`src/rtl/isa_io_bridge_pkg.sv`:
```
package isa_io_bridge_pkg;
  typedef enum logic [1:0] {
    XS_BYTE = 2'd0,
    XS_HALF = 2'd1,
    XS_WORD = 2'd2,
    XS_BAD  = 2'd3
  } xfer_size_e;

  typedef enum logic [1:0] {
    ST_IDLE = 2'd0,
    ST_BUS  = 2'd1,
    ST_DONE = 2'd2,
    ST_FAIL = 2'd3
  } bridge_state_e;
endpackage

```
`src/rtl/isa_window_decode.sv`:
```
module isa_window_decode #(
  parameter int ADDR_W = 32,
  parameter logic [ADDR_W-1:0] WIN_BASE = 32'h1400_0000,
  parameter int WIN_LOG2 = 16
) (
  input  logic                clk,
  input  logic                rst_n,
  input  logic                req,
  input  logic [ADDR_W-1:0]   addr,
  input  logic [1:0]          size,
  output logic                hit,
  output logic                size_ok,
  output logic [WIN_LOG2-1:0] port_addr
);
  import isa_io_bridge_pkg::*;

  localparam logic [ADDR_W:0] WIN_END = {1'b0, WIN_BASE} + ({{ADDR_W{1'b0}}, 1'b1} << WIN_LOG2);

  logic tag_match;

  // Window base is aligned to its own size, so only the upper bits decide.
  assign tag_match = (addr[ADDR_W-1:WIN_LOG2] == WIN_BASE[ADDR_W-1:WIN_LOG2]);
  assign hit       = req && tag_match;
  assign size_ok   = (size != XS_BAD);
  assign port_addr = addr[WIN_LOG2-1:0];

  AST_HIT_IN_RANGE: assert property (@(posedge clk) disable iff (!rst_n)
    hit |-> ({1'b0, addr} >= {1'b0, WIN_BASE} && {1'b0, addr} < WIN_END));
  AST_RANGE_IS_HIT: assert property (@(posedge clk) disable iff (!rst_n)
    (req && {1'b0, addr} >= {1'b0, WIN_BASE} && {1'b0, addr} < WIN_END) |-> hit);
endmodule

```
`src/rtl/isa_lane_order.sv`:
```
module isa_lane_order #(
  parameter int DATA_W = 32
) (
  input  logic [1:0]        size,
  input  logic              big_endian,
  input  logic [DATA_W-1:0] din,
  output logic [DATA_W-1:0] dout
);
  localparam int NBYTES = DATA_W / 8;

  // Keep the lanes the size covers and reverse them if asked; zero the rest.
  function automatic logic [DATA_W-1:0] order_lanes(input logic [1:0] sz,
                                                    input logic be,
                                                    input logic [DATA_W-1:0] d);
    logic [DATA_W-1:0] r;
    int nb;
    nb = 1 << sz;
    if (nb > NBYTES) nb = NBYTES;
    r = '0;
    for (int i = 0; i < NBYTES; i++) begin
      if (i < nb) begin
        if (be) r[8*i +: 8] = d[8*(nb-1-i) +: 8];
        else    r[8*i +: 8] = d[8*i +: 8];
      end
    end
    return r;
  endfunction

  assign dout = order_lanes(size, big_endian, din);
endmodule

```
`src/rtl/isa_io_bridge.sv`:
```
module isa_io_bridge #(
  parameter int ADDR_W = 32,
  parameter int DATA_W = 32,
  parameter logic [ADDR_W-1:0] WIN_BASE = 32'h1400_0000,
  parameter int WIN_LOG2 = 16
) (
  input  logic                clk,
  input  logic                rst_n,
  input  logic                cfg_big_endian,
  input  logic                cpu_req,
  input  logic                cpu_wr,
  input  logic [1:0]          cpu_size,
  input  logic [ADDR_W-1:0]   cpu_addr,
  input  logic [DATA_W-1:0]   cpu_wdata,
  output logic                cpu_hit,
  output logic                cpu_ready,
  output logic                cpu_err,
  output logic [DATA_W-1:0]   cpu_rdata,
  output logic [WIN_LOG2-1:0] io_addr,
  output logic [1:0]          io_size,
  output logic [DATA_W-1:0]   io_wdata,
  output logic                io_rd,
  output logic                io_wr,
  input  logic                io_ack,
  input  logic [DATA_W-1:0]   io_rdata
);
  import isa_io_bridge_pkg::*;

  bridge_state_e       state_q, state_d;
  logic                dec_hit, dec_size_ok;
  logic [WIN_LOG2-1:0] dec_port;
  logic                wr_q, be_q;
  logic [DATA_W-1:0]   out_lanes, in_lanes;

  // Named events for the assertions
  logic ev_accept, ev_reject, ev_ack_taken;

  isa_window_decode #(.ADDR_W(ADDR_W), .WIN_BASE(WIN_BASE), .WIN_LOG2(WIN_LOG2)) u_dec (
    .clk(clk), .rst_n(rst_n), .req(cpu_req), .addr(cpu_addr), .size(cpu_size),
    .hit(dec_hit), .size_ok(dec_size_ok), .port_addr(dec_port)
  );

  isa_lane_order #(.DATA_W(DATA_W)) u_wr_order (
    .size(cpu_size), .big_endian(cfg_big_endian), .din(cpu_wdata), .dout(out_lanes)
  );

  isa_lane_order #(.DATA_W(DATA_W)) u_rd_order (
    .size(io_size), .big_endian(be_q), .din(io_rdata), .dout(in_lanes)
  );

  assign ev_accept    = (state_q == ST_IDLE) && dec_hit && dec_size_ok;
  assign ev_reject    = (state_q == ST_IDLE) && dec_hit && !dec_size_ok;
  assign ev_ack_taken = (state_q == ST_BUS) && io_ack;

  always_comb begin
    state_d = state_q;
    unique case (state_q)
      ST_IDLE: begin
        if (ev_accept)      state_d = ST_BUS;
        else if (ev_reject) state_d = ST_FAIL;
      end
      ST_BUS:  if (io_ack) state_d = ST_DONE;
      ST_DONE: state_d = ST_IDLE;
      ST_FAIL: state_d = ST_IDLE;
      default: state_d = ST_IDLE;
    endcase
  end

  always_ff @(posedge clk or negedge rst_n) begin
    if (!rst_n) begin
      state_q   <= ST_IDLE;
      wr_q      <= 1'b0;
      be_q      <= 1'b0;
      io_addr   <= '0;
      io_size   <= XS_BYTE;
      io_wdata  <= '0;
      cpu_rdata <= '0;
    end else begin
      state_q <= state_d;
      if (ev_accept) begin
        wr_q     <= cpu_wr;
        be_q     <= cfg_big_endian;
        io_addr  <= dec_port;
        io_size  <= cpu_size;
        io_wdata <= out_lanes;
      end
      if (ev_ack_taken && !wr_q) cpu_rdata <= in_lanes;
    end
  end

  assign cpu_hit   = dec_hit;
  assign io_rd     = (state_q == ST_BUS) && !wr_q;
  assign io_wr     = (state_q == ST_BUS) && wr_q;
  assign cpu_ready = (state_q == ST_DONE) || (state_q == ST_FAIL);
  assign cpu_err   = (state_q == ST_FAIL);

  AST_ONE_STROBE: assert property (@(posedge clk) disable iff (!rst_n)
    !(io_rd && io_wr));
  AST_STROBE_NEEDS_HIT: assert property (@(posedge clk) disable iff (!rst_n)
    $rose(io_rd || io_wr) |-> $past(cpu_hit));
  AST_ADDR_HELD: assert property (@(posedge clk) disable iff (!rst_n)
    ((io_rd || io_wr) && !io_ack) |=> $stable(io_addr) && (io_rd || io_wr));
  AST_READY_AFTER_ACK: assert property (@(posedge clk) disable iff (!rst_n)
    ((io_rd || io_wr) && io_ack) |=> cpu_ready && !cpu_err);
  AST_READY_PULSE: assert property (@(posedge clk) disable iff (!rst_n)
    cpu_ready |=> !cpu_ready);
  AST_RDATA_HELD: assert property (@(posedge clk) disable iff (!rst_n)
    cpu_ready |=> $stable(cpu_rdata));
  AST_ERR_NO_PORT: assert property (@(posedge clk) disable iff (!rst_n)
    cpu_err |-> (cpu_ready && !io_rd && !io_wr));
endmodule

```
`config.mk`:
```
export PLATFORM = sky130hd
export DESIGN_NAME = isa_io_bridge
export DESIGN_NICKNAME = d
export VERILOG_FILES = /design/src/rtl/isa_io_bridge_pkg.sv /design/src/rtl/isa_window_decode.sv /design/src/rtl/isa_lane_order.sv /design/src/rtl/isa_io_bridge.sv
export SDC_FILE = /design/constraint.sdc
export NUM_CORES = 1
export LEC_CHECK = 0
export ABC_CLOCK_PERIOD_IN_PS = 7700
export BUFFER_PORTS_ARGS = -buffer_cell sky130_fd_sc_hd__buf_2
export CAP_MARGIN = 20
export CORE_ASPECT_RATIO = 0.9
export CORE_UTILIZATION = 30
export CTS_BUF_LIST = sky130_fd_sc_hd__clkbuf_4
export CTS_CLUSTER_DIAMETER = 150
export DETAILED_ROUTE_END_ITERATION = 8
export SETUP_SLACK_MARGIN = 0.15
export SYNTH_ARGS = -nofsm -noshare
export SYNTH_HDL_FRONTEND = slang
export SYNTH_SLANG_ARGS = --single-unit
```
`constraint.sdc`:
```
create_clock -name clk -period 7.7 [get_ports clk]
set_input_delay 0.385 -clock clk [delete_from_list [all_inputs] [get_ports clk]]
set_output_delay 0.385 -clock clk [all_outputs]
set_load 0.01 [all_outputs]
```
### Word-level counts from Yosys, hierarchy flattened

Index checks and enable logic that the tools add are counted.

| cells by class | value |
|---|---|
| add/subtract/negate cells | 8 |
| order comparisons | 10 |
| eq/ne operators | 7 |
| shifts and indexed selects | 10 |
| mux-type cells | 22 |
| reduce and logical (&&, ||, !) cells | 14 |

Operators with widths:

| operator | count |
|---|---|
| $shiftx A32 B32 Y8 | 8 |
| $lt A3 B32 Y1 const A | 4 |
| $mux W8 | 16 |
| $sub A29 B2 Y29 const B | 4 |
| $sub A29 B3 Y29 const B | 4 |
| $gt A32 B4 Y1 const B | 2 |
| $lt A1 B32 Y1 const A | 2 |
| $lt A2 B32 Y1 const A | 2 |
| $mux W32 | 2 |
| $shl A1 B2 Y32 const A | 2 |
| $eq A16 B13 Y1 const B | 1 |
| $logic_and A1 B1 Y1 | 8 |
| $mux W2 | 3 |
| $pmux W2 S3 | 1 |
| $eq A2 B2 Y1 const B | 2 |
| $ne A2 B2 Y1 const B | 2 |
| $ne A3 B3 Y1 const B | 1 |
| $eq A2 B1 Y1 const B | 1 |
| $logic_not A1 Y1 | 2 |
| $logic_not A2 Y1 | 1 |
| $reduce_and A2 Y1 | 1 |
| $reduce_or A2 Y1 | 1 |
| $logic_or A1 B1 Y1 | 1 |

| word-level totals | value |
|---|---|
| flip-flop bits (word level) | 86 |
| input port bits | 104 |

### Depth between registers and ports, before layout

Gate-level depths: netlist of run 1.

| depth | value |
|---|---|
| word-level depth | 8 |
| depth in mapped cells | 11 |
| gate-level depth less buffers | 9 |

### Cells and area by module

A second synthesis of run 1 with hierarchy kept.

| second synthesis, totals | value |
|---|---|
| cell total of the unflattened synthesis | 447 |
| area total of the unflattened synthesis | 5047.3 um^2 |

By module, submodules not included:

| module | times used | cells each | area an instance (um^2) |
|---|---|---|---|
| isa_io_bridge | 1 | 192 | 3534.6 |
| isa_lane_order | 2 | 116 | 663.1 |
| isa_window_decode | 1 | 23 | 186.4 |

### Worst setup path after synthesis of run 1

OpenSTA, ideal clock, no wires.

| timing path | value |
|---|---|
| path kind | flip-flop to flip-flop |
| start | register io_size[1] |
| end | register cpu_rdata[19] |
| arrival | 3.088 ns |
| required time | 7.574 ns |
| slack | 4.486 ns |
| cell stages (with the launch flop) | 10 |
| path buffers | 5 |
| cell sequence | dfrtp_1 -> buf_2 -> nor2_2 -> buf_2 -> clkbuf_1 -> ha_1 -> buf_1 -> buf_2 -> mux4_2 -> a221o_1 |

| between the ends | value |
|---|---|
| longest elaborated chain between the ends | 8 |

Ends and longest elaborated chain:

| element | RTL line | text |
|---|---|---|
| start, declared | isa_io_bridge.sv:20 | `output logic [1:0] io_size,` |
| start signal, assigned | isa_io_bridge.sv:84 | `io_size <= cpu_size;` |
| $shl A1 B2 Y32 * | isa_lane_order.sv:17 | `nb = 1 << sz;` |
| $gt A32 B4 Y1 | isa_lane_order.sv:18 | `if (nb > NBYTES) nb = NBYTES;` |
| $mux W32 * | isa_lane_order.sv:18 |  |
| $sub A29 B2 Y29 | isa_lane_order.sv:22 | `if (be) r[8*i +: 8] = d[8*(nb-1-i) +: 8];` |
| $sub A29 B3 Y29 | isa_lane_order.sv:22 |  |
| $shiftx A32 B32 Y8 | isa_lane_order.sv:22 |  |
| $mux W8 | isa_lane_order.sv:22 |  |
| $mux W8 * | isa_lane_order.sv:21 | `if (i < nb) begin` |
| end signal, assigned | isa_io_bridge.sv:87 | `if (ev_ack_taken && !wr_q) cpu_rdata <= in_lanes;` |
| end, declared | isa_io_bridge.sv:18 | `output logic [DATA_W-1:0] cpu_rdata,` |

Every way passes the cells marked *; elsewhere a longest branch is shown, timed or not.
A chain may end at the register's enable or synchronous reset.

### Worst setup path in the final report of run 1

| timing path | value |
|---|---|
| start | register io_size[1] |
| end | register cpu_rdata[22] |

The elaborated chain is that of the path after synthesis.

==> results of run 1 <==
[state kept, by name (all words and copies together) (netlist names)]
register and cells:
wr_q 1, io_addr 16, cpu_rdata 32, io_wdata 32, io_size 2, state_q 2
be_q 1
[cell families after synthesis]
| logic type | after synthesis |
|---|---|
| AO/OA/AOI/OAI | 130 |
| XOR/XNOR | 1 |
| adder cells (fa/ha/maj) | 7 |
| buffers and inverters | 48 |
| flip-flops | 86 |
| multiplexers | 91 |
| AND/OR/NAND/NOR | 89 |
[per-layer routing]
metal,vias to the layer above,track usage (%),share of wire [%]
li1,2086,-,-
met3,17,5.21,6.8
met2,201,29.8,46
met1,2220,27.0,46
met5,-,0,0
met4,0,6.14,1.7
[power by group through the flow]
| stage | sequential [W] | clock, W | combinational, W |
|---|---|---|---|
| floorplan | 0.000460 | 0 | 0.0000607 |
| global placement | 0.000460 | 0 | 0.000127 |
| detailed placement | 0.000460 | 0 | 0.000128 |
| CTS | 0.000452 | 0.000257 | 0.000129 |
| global route | 0.000452 | 0.000275 | 0.000141 |
| finish | 0.000452 | 0.000243 | 0.000130 |
[stage by stage]
| stage | area, um^2 | util, % |
|---|---|---|
| after floorplan | 5090 | - |
| after global placement | 6160 | 37.7 |
| after detailed placement | 6160 | 37.7 |
| after CTS | 6290 | 38.5 |
| after global routing | 6290 | 38.5 |
| final | 6290 | 38.5 |
[repair_timing]
action / CTS / global route
endpoints found under the hold margin: 36 / 0
hold buffers: 1 / 0
setup buffers: 0 / 0
[placed cells by master (no fill, tap or decap), types with 6 or more instances in the layout]
cell type and count:
sky130_fd_sc_hd__a2111oi_0 8, sky130_fd_sc_hd__a21o_1 8, sky130_fd_sc_hd__a21oi_1 16, sky130_fd_sc_hd__a221o_1 14
sky130_fd_sc_hd__a222oi_1 6, sky130_fd_sc_hd__a22oi_1 8, sky130_fd_sc_hd__and3_1 17, sky130_fd_sc_hd__buf_2 189
sky130_fd_sc_hd__buf_4 7, sky130_fd_sc_hd__clkbuf_4 9, sky130_fd_sc_hd__dfrtp_1 86, sky130_fd_sc_hd__ha_1 7
sky130_fd_sc_hd__inv_1 7, sky130_fd_sc_hd__mux2_2 40, sky130_fd_sc_hd__mux2i_1 29, sky130_fd_sc_hd__mux4_2 22
sky130_fd_sc_hd__nand2_1 18, sky130_fd_sc_hd__nor2_1 22, sky130_fd_sc_hd__nor3_1 6, sky130_fd_sc_hd__o21ai_0 27
sky130_fd_sc_hd__o21ai_1 16, sky130_fd_sc_hd__o22ai_1 8, sky130_fd_sc_hd__o31ai_1 10
[layout make-up]
cell class                      count  area (um^2)
Tap cell                          207          259
Fill cell                        1646        10100
Timing Repair Buffer              197         1010
Sequential cell                    86         2150
Clock buffer                        9         67.6
Antenna cell                        1         2.50
Inverter                            9         33.8
Clock inverter                      7         53.8
Multi-Input combinational cell    318         2720
[worst register-to-register path: cells and delay by family, from the launching register on]
family | cells | cell delay, ps
simple gates | 2 | 860
flops | 1 | 890
buf+inv | 2 | 460
fa+ha+maj | 2 | 1170
compound gates | 1 | 280
[worst paths after layout]
check	end	slack (ps)	from
min reg2reg	cpu_rdata[31]$_DFFE_PN0P_	490	cpu_rdata[31]$_DFFE_PN0P_
max	cpu_rdata[22]$_DFFE_PN0P_	3990	io_size[1]$_DFFE_PN0P_
min	io_addr[1]$_DFFE_PN0P_	130	cpu_addr[1]
min in group asynchronous	io_addr[15]$_DFFE_PN0P_	390	rst_n
max reg2reg	cpu_rdata[22]$_DFFE_PN0P_	3990	io_size[1]$_DFFE_PN0P_
max in group asynchronous	io_wdata[17]$_DFFE_PN0P_	6250	rst_n
==> impl.org, run 1 <==
** Outcome
- The flow ran to the end, but the final reports show violations.
- The final reports fail on DRC.

** Floorplanning
- Initial standard-cell utilization of the core :: between 30% and 40%
- Core Rows :: 44
- Core footprint :: 16,400 um^2
- Die outline height :: 126 um
- The die is 139 um wide.
- The die covers 17,500 um^2.
- Pin placement for this block handled ~190 I/O pins.

** Clocking
- The later pin in the worst-skew pair is clocked with a latency of 490 ps.
- CTS H-tree lvls :: 3
- Clock tree from TritonCTS :: built
- In this run, post-CTS repair resized a total of 0 instances.
- Clock tree synthesis found a total of 86 sinks.
- Cell at the root of the clock tree :: sky130_fd_sc_hd__clkbuf_4
- Total clock buffers created by CTS :: 9
- Post-CTS clock slew at the launch and capture registers of the worst setup and hold paths :: 170 ps
- Maximum number of buffers from clock root to sink :: 2

** Finish
- Cells with a size suffix above 1 make up 44.9% of the layout.
- Area growth from synthesis to final layout :: 23.8%
- Post-layout net count :: around 730
- The finished layout holds 834 standard cells, fillers aside.

** Synthesis
- Xor and xnor area share after synthesis :: 0.172%
- Summing the areas of all fa, ha and maj instances in the mapped netlist gives under 10% of the synthesized area.
- The largest total area in the synthesized netlist belongs to sky130_fd_sc_hd__dfrtp_1.
- After synthesis the netlist holds a flip-flop and latch count of 86.
- Share of synthesized registers carrying an async set or reset :: 100%
- Dominant combinational cell family by area after synthesis :: multiplexers
- Simple logic cell fraction of the synthesized area :: under 10%
- Share of Yosys cell area claimed by the top area cell type :: 42.3%
- Averaged over all synthesized cells, the footprint is 11.3 um^2.
- After synthesis, the netlist uses a little over 50 different library cells.
- Synthesis handed over a netlist of 452 instances.
- Yosys warning count :: 0
- The number of nets handed over by synthesis was 563.
- Sequential area share after synthesis :: 42.3%
- By instance count, the leading cell after synthesis is sky130_fd_sc_hd__dfrtp_1.
- Complex-gate fraction of the synthesized area :: 17.4%
- Biggest area contributors in the synthesized netlist :: sky130_fd_sc_hd__dfrtp_1 42%, sky130_fd_sc_hd__mux4_2 9.7%, sky130_fd_sc_hd__mux2_2 8.9%, sky130_fd_sc_hd__mux2i_1 5.7%, sky130_fd_sc_hd__a221o_1 2.8%
- Commonest register cell after synthesis :: sky130_fd_sc_hd__dfrtp_1
- Number of enable flip-flop cells after synthesis :: 0
- Mux share of post-synthesis cell area :: 24.3%
- Most common library cells after synthesis :: 86 x sky130_fd_sc_hd__dfrtp_1, 40 x sky130_fd_sc_hd__mux2_2, 29 x sky130_fd_sc_hd__mux2i_1, 27 x sky130_fd_sc_hd__o21ai_0, 23 x sky130_fd_sc_hd__clkbuf_1
- Summing every instance area after synthesis gives approximately 5000 um^2.

** Placed design
- Count of port buffers added during placement :: 190
- The congestion estimate from routability-driven global placement came to 0.878.
- Including well taps, the total number of placed cells is 816.
- Summed over all nets, the half-perimeter wirelength after detailed placement is 12,700 um.
- Worst setup timing slack at the placement stage :: a little over 4000 ps

** Drt
- Total number of vias :: 4,524
- Average wire per cell in the routed design :: 20.0 um
- Using the TritonRoute via totals, the vias-per-cell ratio works out to 5.42.
- First-pass detailed-route iteration total :: 9
- For this block, the initial DRC count from the detailed router was 413.
- Routed Wire Length :: approximately 17,000 um
- For this run, design rule violations remaining after detail routing come to 9.
- The detail route stage leaves a number of antenna-violating nets equal to 0.

** GRT
- For this run, the total global-route usage over all layers was measured as 19.6%.
- For this run the aggregate overflow at the end of global routing stands at 0.
- Entering global routing, the biggest net connects 51 pins.
- The number of global-route vias before repair came to between 4,000 and 5,000.
- The first global-routing pass estimated 25,900 um of wire.
- Antenna violations before repair :: 1

** Critical path
- Cell Chain, Critical Path :: inv_1 -> nand2_1 -> inv_1 -> ha_1 -> ha_1 -> nor4b_2 -> a221o_1
- Buffer and inverter count on the worst path :: 2
- Critical path's slowest cell :: sky130_fd_sc_hd__ha_1
- Arrival time of data at the critical path endpoint :: 4130 ps
- Data required time at the worst endpoint :: 8120 ps
- Counting buffers and inverters, the worst setup path is 7 cells deep.
- Launching element type of the critical path :: flip-flop
- The critical path is of the reg -> reg type.
- Along the worst path, the maximum fanout reaches 22.
- Highest cell delay on the worst timing path :: 920 ps
- The cell family contributing the most delay on the critical path is adder cells.
- Critical path capture point type :: flip-flop
- Number of cells on the worst reg-to-reg path :: 7

** Run
- Maximum capacitance violations :: 0

** Timing
- Max-Slew Margin vs Limit :: 25.5%
- Worst Tran Pin Value :: 1100 ps
- The final-report hold violation count was 0.
- Clock period minus final worst setup slack :: roughly 3700 ps
- RSZ-0062 raised after global routing :: no
- Of the available clock period, the critical path in the final layout requires 48.2%.
- Max frequency :: 0.269 GHz
- Hold Worst Slack :: 132 ps
- Minimum setup slack in the final design :: 3990 ps
- The max-slew violation count was 0.
- Setup-violating endpoint count in the final report :: 0
- Largest clock skew in the final design :: ~38 ps
- For the final routed database, the setup TNS stands at 0 ps.

** Pwr
- Switching Power :: between 0.0002 and 0.00025 W
- The clock network accounts for between 20 and 30% of the total power.
- VDD sags by at most 80.7 uV.
- Leakage :: 3.28 nW
- Sequential power share :: 54.7%
- Internal power comes to 0.000577 W.
- Per report_power, the combinational group accounts for 15.8% of the total.
- Switching part of the total power :: a little under a third
- Total power :: 0.000826 W
- Power density cells :: 131 nW/um^2

** Worst hold path
- The worst hold path was traced through 2 stages.
- The min-delay analysis places its worst path in the category in -> reg.
Note: power is estimated with default switching activity, not from simulation.
==> run 2: changes to the inputs <==
- ABC_AREA: unset -> 1
- ABC_CLOCK_PERIOD_IN_PS: 7700 -> 3200
- clock period: 7.7 -> 3.2 ns (I/O delays scaled with it)
==> run 2 against run 1 <==
  * The flow now finishes without violations
  * Sequential power is 140% higher
  * Worst hold slack worse by 92 ps
  * Fmax up 46%
  * Clock-buffer cell count is 1 higher
  * Critical path depth rose by 3
  * Power grew to 2.6 times the previous value
  * Area after synthesis is 4.3% higher
  * Highest routed layer unchanged
==> impl.org, run 2 <==
** GRT
- Number of global-route vias before repair :: 5,592
- Aggregate global routing overflow :: 0
- First-pass GRT wire length :: 28,800 um
- Antenna violations before repair :: 0
- Entering global routing, the biggest net connects 49 pins.
- For this run, the total global-route usage over all layers was measured as around 20%.

** Drt
- Dividing the detail-routed wire length by the instance count gives 15.0 um.
- Drt initial violations :: 373
- In the routed design, unresolved DRC markers number 0.
- The routed layout has approximately 6,000 vias.
- Routed Wire Length :: roughly 18,000 um
- Once detail routing completed, the nets flagged for antenna violations numbered 0.
- Before antenna repair, the detailed router went through 6 iterations.
- Dividing the detail-routed via count by the number of cells gives between 4 and 5.

** Critical path
- Launching element type of the critical path :: flip-flop
- Data required time at the worst endpoint :: 3590 ps
- By instance count, the cell type seen most on the critical path is sky130_fd_sc_hd__nand2_1.
- Buffer and inverter count on the worst path :: 3
- Critical path's slowest cell :: sky130_fd_sc_hd__ha_1
- Worst Setup Path Type :: reg -> reg
- Highest cell delay on the worst timing path :: 520 ps
- Traced cell by cell, the critical path runs through nand2_1 -> clkinv_1 -> ha_1 -> buf_4 -> inv_1 -> o211ai_1 -> nand3_1 -> nand2_1 -> nand2_1 -> nand2_1.
- In this design, the largest share of critical-path delay is due to buffers and inverters.
- Arrival time of data at the critical path endpoint :: slightly below 3000 ps
- Of all nets on the critical path, the largest fanout is 16.
- STA classifies the critical path endpoint as a flip-flop.

** Run
- Maximum capacitance violations :: 0

** Clocking
- Post-CTS clock slew at the launch and capture registers of the worst setup and hold paths :: 160 ps
- In this run, CTS created clock tree buffers numbering 9.
- Clock tree from TritonCTS :: built
- Maximum number of buffers from clock root to sink :: 2
- TritonCTS Sinks :: 86
- CTS H-tree lvls :: 3
- Post-CTS repair changed the size of 0 cells.
- At the later pin of the worst-skew pair, clock insertion delay measures 480 ps.
- The cell sitting at the root of the clock tree is a sky130_fd_sc_hd__clkbuf_4.

** Synthesis
- Share of Yosys cell area claimed by the top area cell type :: 40.6%
- Sequential area share after synthesis :: slightly above 40%
- Among all cell types in the netlist, the one instantiated most often is sky130_fd_sc_hd__nand2_1.
- Sorting the synthesized cells by how often they occur yields 322 x sky130_fd_sc_hd__nand2_1, 90 x sky130_fd_sc_hd__nand3_1, 86 x sky130_fd_sc_hd__dfrtp_1, 58 x sky130_fd_sc_hd__inv_1, 48 x sky130_fd_sc_hd__o211ai_1.
- Yosys warning count :: 0
- After synthesis, the share of flip-flops with an asynchronous set or reset is 100%.
- For this run, the leading register cell type out of synthesis is sky130_fd_sc_hd__dfrtp_1.
- Combined area of all synthesized cells :: roughly 5300 um^2
- Of all cell types, the one taking the most synthesized area is sky130_fd_sc_hd__dfrtp_1.
- Register bit total from synthesis :: 86
- Number of enable flip-flop cells after synthesis :: 0
- Each instance of the synthesized netlist takes up on average slightly below 7 um^2.
- Distinct cell type count of the synthesized netlist :: 24
- The number of nets handed over by synthesis was 888.
- Ranked by total cell area, the synthesized netlist is headed by sky130_fd_sc_hd__dfrtp_1 41%, sky130_fd_sc_hd__nand2_1 23%, sky130_fd_sc_hd__nand3_1 8.5%, sky130_fd_sc_hd__o211ai_1 6.8%, sky130_fd_sc_hd__inv_1 4.1%.
- Synthesis handed over a netlist of 777 instances.

** Floorplanning
- Width of the die :: between 100 and 150 um
- Core Rows :: 45
- For this configuration, the core starts out at a cell density of 31.1%.
- Die outline height :: 128 um
- Top-level port count :: 191
- Full die area :: 18,200 um^2
- The total area inside the core boundary comes to ~17,000 um^2.

** Pwr
- In this run the power density over the cells is roughly 310 nW/um^2.
- For this design the static power due to leakage is 4.02 nW.
- IR analysis of the VDD net gives a maximum drop of 167 uV.

** Finish
- Post-layout net count :: 1,094
- In the final layout, the share of cells above drive strength 1 is 23.4%.
- Relative to the synthesized area, the layout overhead comes to 31.0%.
- Most frequent standard cell in the layout excluding fill and tap cells :: sky130_fd_sc_hd__nand2_1
- The layout has 1,873 filler cells.
- In the layout the commonest cells are 322 x sky130_fd_sc_hd__nand2_1, 189 x sky130_fd_sc_hd__buf_2, 90 x sky130_fd_sc_hd__nand3_1, 86 x sky130_fd_sc_hd__dfrtp_1, 58 x sky130_fd_sc_hd__inv_1.
- Largest registers ranked by flip-flop count :: cpu_rdata (32), io_wdata (32), io_addr (16)
- Area occupied by multi-input gates :: 2690 um^2
- Post-layout util :: 40.7%
- The number of antenna diodes in the final layout is 0.
- Registers take 2150 um^2.

** Timing
- Clock skew on the completed layout was measured at 17.9 ps.
- Max Transition Viols Final :: 0
- Dividing the final minimum period by the clock period gives 79.2%.
- Setup violations remaining at the end of the flow were counted as 0.
- Measured against its own limit, the worst slew margin works out to around 47%.
- At the pin with the least slew margin, the transition time is between 700 and 800 ps.
- After routing, the total negative slack on setup checks comes to 0 ps.
- Final hold violation count :: 0
- RSZ-0062 raised after global routing :: no
- Timing would allow up to 0.395 GHz.
- The worst path needs 2530 ps of the cycle, external delays included.

** Outcome
- Result of the run :: finished, final reports clean

** Placed design
- Detailed Place HPWL :: 12,800 um
- Count of port buffers added during placement :: 190
- At the end of routability-driven placement, the weighted congestion stood at 0.913.

** Worst hold path
- Tightest Hold Check Type :: in -> reg
[run 2: metrics by stage]
stage / std cells / power (W) / hold WS [ps] / area (um^2) / worst slack (ps)
global placement: 1169 / 0.00143 / 243 / 6420 / 314
global route: 1222 / 0.00223 / 30.1 / 6950 / 400
floorplan: 777 / 0.00127 / -136 / 5310 / 926
CTS: 1221 / 0.00216 / 1.15 / 6920 / 676
detailed placement: 1169 / 0.00143 / 245 / 6420 / 291
finish: 1222 / 0.00213 / 40.3 / 6950 / 665
[run 2: worst paths after layout]
check	startpoint	to	slack [ps]	cells after the start
max	io_size[0]$_DFFE_PN0P_	cpu_rdata[5]$_DFFE_PN0P_	670	10
min	cpu_wdata[29]	io_wdata[29]$_DFFE_PN0P_	40	5
max reg2reg	io_size[0]$_DFFE_PN0P_	cpu_rdata[5]$_DFFE_PN0P_	670	10
min reg2reg	io_addr[3]$_DFFE_PN0P_	io_addr[3]$_DFFE_PN0P_	490	2
max in group asynchronous	rst_n	io_wdata[6]$_DFFE_PN0P_	2210	3
min in group asynchronous	rst_n	be_q$_DFFE_PN0P_	230	2
[run 2: kinds of logic after synthesis]
| kind of cell | after synthesis | share of synthesized area (%) |
|---|---|---|
| AO/OA/AOI/OAI | 122 | 13.8 |
| adder cells (fa/ha/maj) | 7 | 1.65 |
| buffers and inverters | 107 | 8.70 |
| flip-flops | 86 | 40.6 |
| AND/OR/NAND/NOR | 455 | 35.3 |
[run 2: final cells by class]
type                    instances  area share (%)
multi-input cells             584            38.7
flip-flops and latches         86            31.0
repair buffers                241            20.8
well taps                     235            4.23
inverters                      61            3.29
clock buffers                  10            1.08
clock inverters                 5           0.864
[run 2: worst reg2reg max path, stage by stage (launching register included)]
cell	delay, ps
sky130_fd_sc_hd__dfrtp_1	440
sky130_fd_sc_hd__nand2_1	130
sky130_fd_sc_hd__clkinv_1	260
sky130_fd_sc_hd__ha_1	520
sky130_fd_sc_hd__buf_4	230
sky130_fd_sc_hd__inv_1	390
sky130_fd_sc_hd__o211ai_1	170
sky130_fd_sc_hd__nand3_1	110
sky130_fd_sc_hd__nand2_1	60
sky130_fd_sc_hd__nand2_1	70
sky130_fd_sc_hd__nand2_1	50
[run 2: power breakdown]
group / internal (W) / switching (W)
clock: 0.000246 / 0.000431
sequential: 0.00109 / 0.0000000761
combinational: 0.000150 / 0.000213
[run 2: timing repair]
action                                 in CTS  in global routing
hold buffers                               37                  0
buffers inserted                            0                  0
endpoints found under the hold margin      82                  0
[run 2: routing by layer]
| layer | global-route usage, % | routed length, um | vias up |
|---|---|---|---|
| met4 | 5.38 | 240 | 0 |
| met5 | 0 | 0 | - |
| li1 | - | - | 2934 |
| met2 | 34.1 | 8490 | 237 |
| met1 | 26.7 | 8300 | 2756 |
| met3 | 4.56 | 1270 | 14 |
==> run 3: changes to the inputs <==
- ABC_CLOCK_PERIOD_IN_PS: 3200 -> 2100
- clock period: 3.2 -> 2.1 ns (I/O delays scaled with it)
==> run 3 against run 2 <==
  * Register-to-register slack worse by 370 ps
  * Core utilization up 3.2 points
  * Flip-flop and latch count unchanged
  * First-iteration DRC count down 11%
  * Critical path depth down 1
  * Worst hold slack worse by 2.2 ps
  * Largest cell class unchanged
  * Sequential share of layout area down 2.2 points
==> impl.org, run 3 (synthesis gave the netlist of run 2 again) <==
** Outcome
- Result of the run :: finished, final reports clean

** Timing
- Setup repair after global routing left no endpoint under its margin.
- The smallest clock period supported by the final layout is computed as 1820 ps.
- Max frequency :: 0.550 GHz
- For the final database, setup skew stands at 11.8 ps.
- Max Transition Viols Final :: 0
- The worst path meets setup with ~280 ps of slack.
- Setup-violating endpoint count in the final report :: 0
- Worst Tran Pin Value :: 693 ps
- Headroom to the max-slew limit came out at 53.8%.
- The final-report hold violation count is 0.
- Final critical-path share of the clock period :: just under 90%
- Setup TNS :: 0 ps

** Critical path
- Critical path's slowest cell :: sky130_fd_sc_hd__dlygate4sd3_1
- Highest cell delay on the worst timing path :: between 500 and 600 ps
- Worst Setup Path Type :: in -> reg
- Data required time at the worst endpoint :: roughly 2500 ps
- The worst setup path is captured at a flip-flop.
- The critical path goes through dlygate4sd3_1 -> buf_2 -> inv_1 -> buf_4 -> nand2_1 -> o21ai_0 -> dlygate4sd3_1 -> nand3_1 -> nand2_1.
- Of all nets on the critical path, the largest fanout is 39.
- Launching element type of the critical path :: input pin
- For the worst setup path, the data arrival time is 2220 ps.

** GRT
- Global routing consumed, over all layers together, 20.3% of the routing resources.
- Antenna violations before repair :: 0
- Number of global-route vias before repair :: roughly 5,700
- First-pass GRT wire length :: 28,900 um
- Aggregate global routing overflow :: 0
- Largest net degree at the start of global routing :: 59

** Placed design
- During placement, the flow inserted port buffers numbering 190.
- Detailed Place HPWL :: ~12,000 um
- Final RePlAce weighted congestion :: 0.866
- Worst setup timing slack at the placement stage :: 189 ps
- Placed Instances :: 1,175

** Drt
- Via/cell ratio :: 4.76
- First-pass detailed-route iteration total :: 5
- Number of DRC violations after detailed routing :: 0
- After the first detailed-routing iteration, the DRC count stood at roughly 330.
- Routed Wire Length :: 18,000 um
- Post-route antenna net violation count :: 0
- Total number of vias :: 6,049
- Average wire per cell in the routed design :: 14.2 um

** Pwr
- For this design the total switching power over the nets is 0.000927 W.
- Switching part of the total power :: between 20% and 30%
- Leakage :: 4.25 nW
- Internal power :: 0.00232 W
- Power density cells :: between 400 and 500 nW/um^2
- Clock share of power :: 30.2%
- In this run, the combinational gates consume about a fifth of the power.
- Sequential cells burn between 50% and 60% of the power.
- Peak VDD IR :: 274 uV
- Summing internal, switching and leakage power gives 0.00325 W.

** Floorplanning
- Core footprint :: 17,100 um^2
- Initial standard-cell utilization of the core :: 31.1%
- Width of the die :: 142 um
- In this run the core area contains 45 standard-cell rows.
- The die covers 18,200 um^2.
- Top-level port count :: 191
- The die is 128 um tall.

** Clocking
- In this run the deepest clock path goes through 2 buffers.
- The clock reaches the later pin of the worst-skew pair after 450 ps.
- The number of clock buffers added by TritonCTS is 9.
- Cell at the root of the clock tree :: sky130_fd_sc_hd__clkbuf_4
- TritonCTS Sinks :: 86
- Post-CTS clock slew at the launch and capture registers of the worst setup and hold paths :: 130 ps
- CTS H-tree lvls :: 3
- TritonCTS built the clock tree.

** Finish
- 0 antenna diodes ended up in the layout.
- Of the cells placed in the final design, the portion with a size suffix greater than 1 is 24.4%.
- Post-layout net count :: 1,141
- Commonest non-fill, non-tap cells in the layout :: 320 x sky130_fd_sc_hd__nand2_1, 189 x sky130_fd_sc_hd__buf_2, 90 x sky130_fd_sc_hd__nand3_1, 84 x sky130_fd_sc_hd__dfrtp_1, 77 x sky130_fd_sc_hd__dlygate4sd3_1
- The largest registers in the layout are cpu_rdata (32), io_wdata (32), io_addr (16).
- Most frequent standard cell in the layout excluding fill and tap cells :: sky130_fd_sc_hd__nand2_1
- Fill cell total of the finished layout :: 1,784
- For this run, the number of standard cells in the final layout without fillers is 1,270.
- Area growth from synthesis to final layout :: 41.2%

** Run
- Maximum capacitance violations :: 0

** Worst hold path
- Tightest Hold Check Type :: in -> reg
[run 3: cell count changes in the layout (fill, tap and decap cells not counted), moves of 3 or more]
cell | previous run | this run
sky130_fd_sc_hd__buf_4 | 14 | 20
sky130_fd_sc_hd__inv_2 | 2 | 6
sky130_fd_sc_hd__nor2_4 | 2 | 6
sky130_fd_sc_hd__ha_4 | 0 | 3
sky130_fd_sc_hd__dlygate4sd3_1 | 37 | 77
sky130_fd_sc_hd__ha_1 | 7 | 4
sky130_fd_sc_hd__inv_1 | 58 | 53
[run 3: stage by stage]
step,cell area (um^2),utilization (%),hold slack [ps]
after global placement,6570,38.5,204
after global routing,7490,43.9,12.0
after CTS,7470,43.8,0.953
after floorplan,5400,-,-191
final,7490,43.9,38.1
after detailed placement,6570,38.5,199
[run 3: worst paths after layout]
path	end	cells past startpoint	from	slack (ps)
worst max register to register	cpu_rdata[17]$_DFFE_PN0P_	12	io_size[1]$_DFFE_PN0P_	300
max in group asynchronous	cpu_rdata[29]$_DFFE_PN0P_	3	rst_n	1200
min in group asynchronous	state_q[0]$_DFFE_PN0P_	2	rst_n	240
worst min register to register	io_addr[7]$_DFFE_PN0P_	2	io_addr[7]$_DFFE_PN0P_	480
worst min-delay path	cpu_rdata[29]$_DFFE_PN0P_	3	io_rdata[29]	40
worst max-delay path	io_wdata[31]$_DFFE_PN0P_	9	cfg_big_endian	280
[run 3: power groups by stage]
stage / Clock [W] / Sequential (W) / Combinational, W
6_report: 0.000982 / 0.00166 / 0.000609
2_1_floorplan: 0 / 0.00169 / 0.000246
5_1_grt: 0.00110 / 0.00166 / 0.000682
3_3_place_gp: 0 / 0.00169 / 0.000490
3_5_place_dp: 0 / 0.00169 / 0.000488
4_1_cts: 0.00105 / 0.00166 / 0.000604
[run 3: final cells by class]
type	instances	area [um^2]	share of cell area [%]
multi-input combinational	584	2770	37.0
sequential	86	2150	28.7
timing repair buffer	288	1910	25.4
tap	235	294	3.92
inverter	61	236	3.16
clock buffer	11	82.6	1.10
clock inverter	5	50.0	0.668
[run 3: worst max-delay path, delay by kind of cell]
family                 cells  cell delay (ps)
and+or+nand+nor            3              260
AOI/OAI and AO/OA          1              110
buffers and inverters      5             1740
[run 3: routing by layer]
metal | share of wire (%) | track usage [%] | up-vias | routed length, um
li1 | - | - | 3030 | -
met1 | 44 | 25.9 | 2735 | 7950
met2 | 46 | 33.9 | 261 | 8360
met3 | 8.0 | 5.19 | 23 | 1440
met4 | 1.6 | 5.57 | 0 | 286
met5 | 0 | 0 | - | 0
[run 3: repair_timing]
item                                   CTS  global route
setup endpoints to repair                0            16
hold buffers                            77             0
resized for setup                        0             6
setup buffers                            0             2
endpoints found under the hold margin  121             0
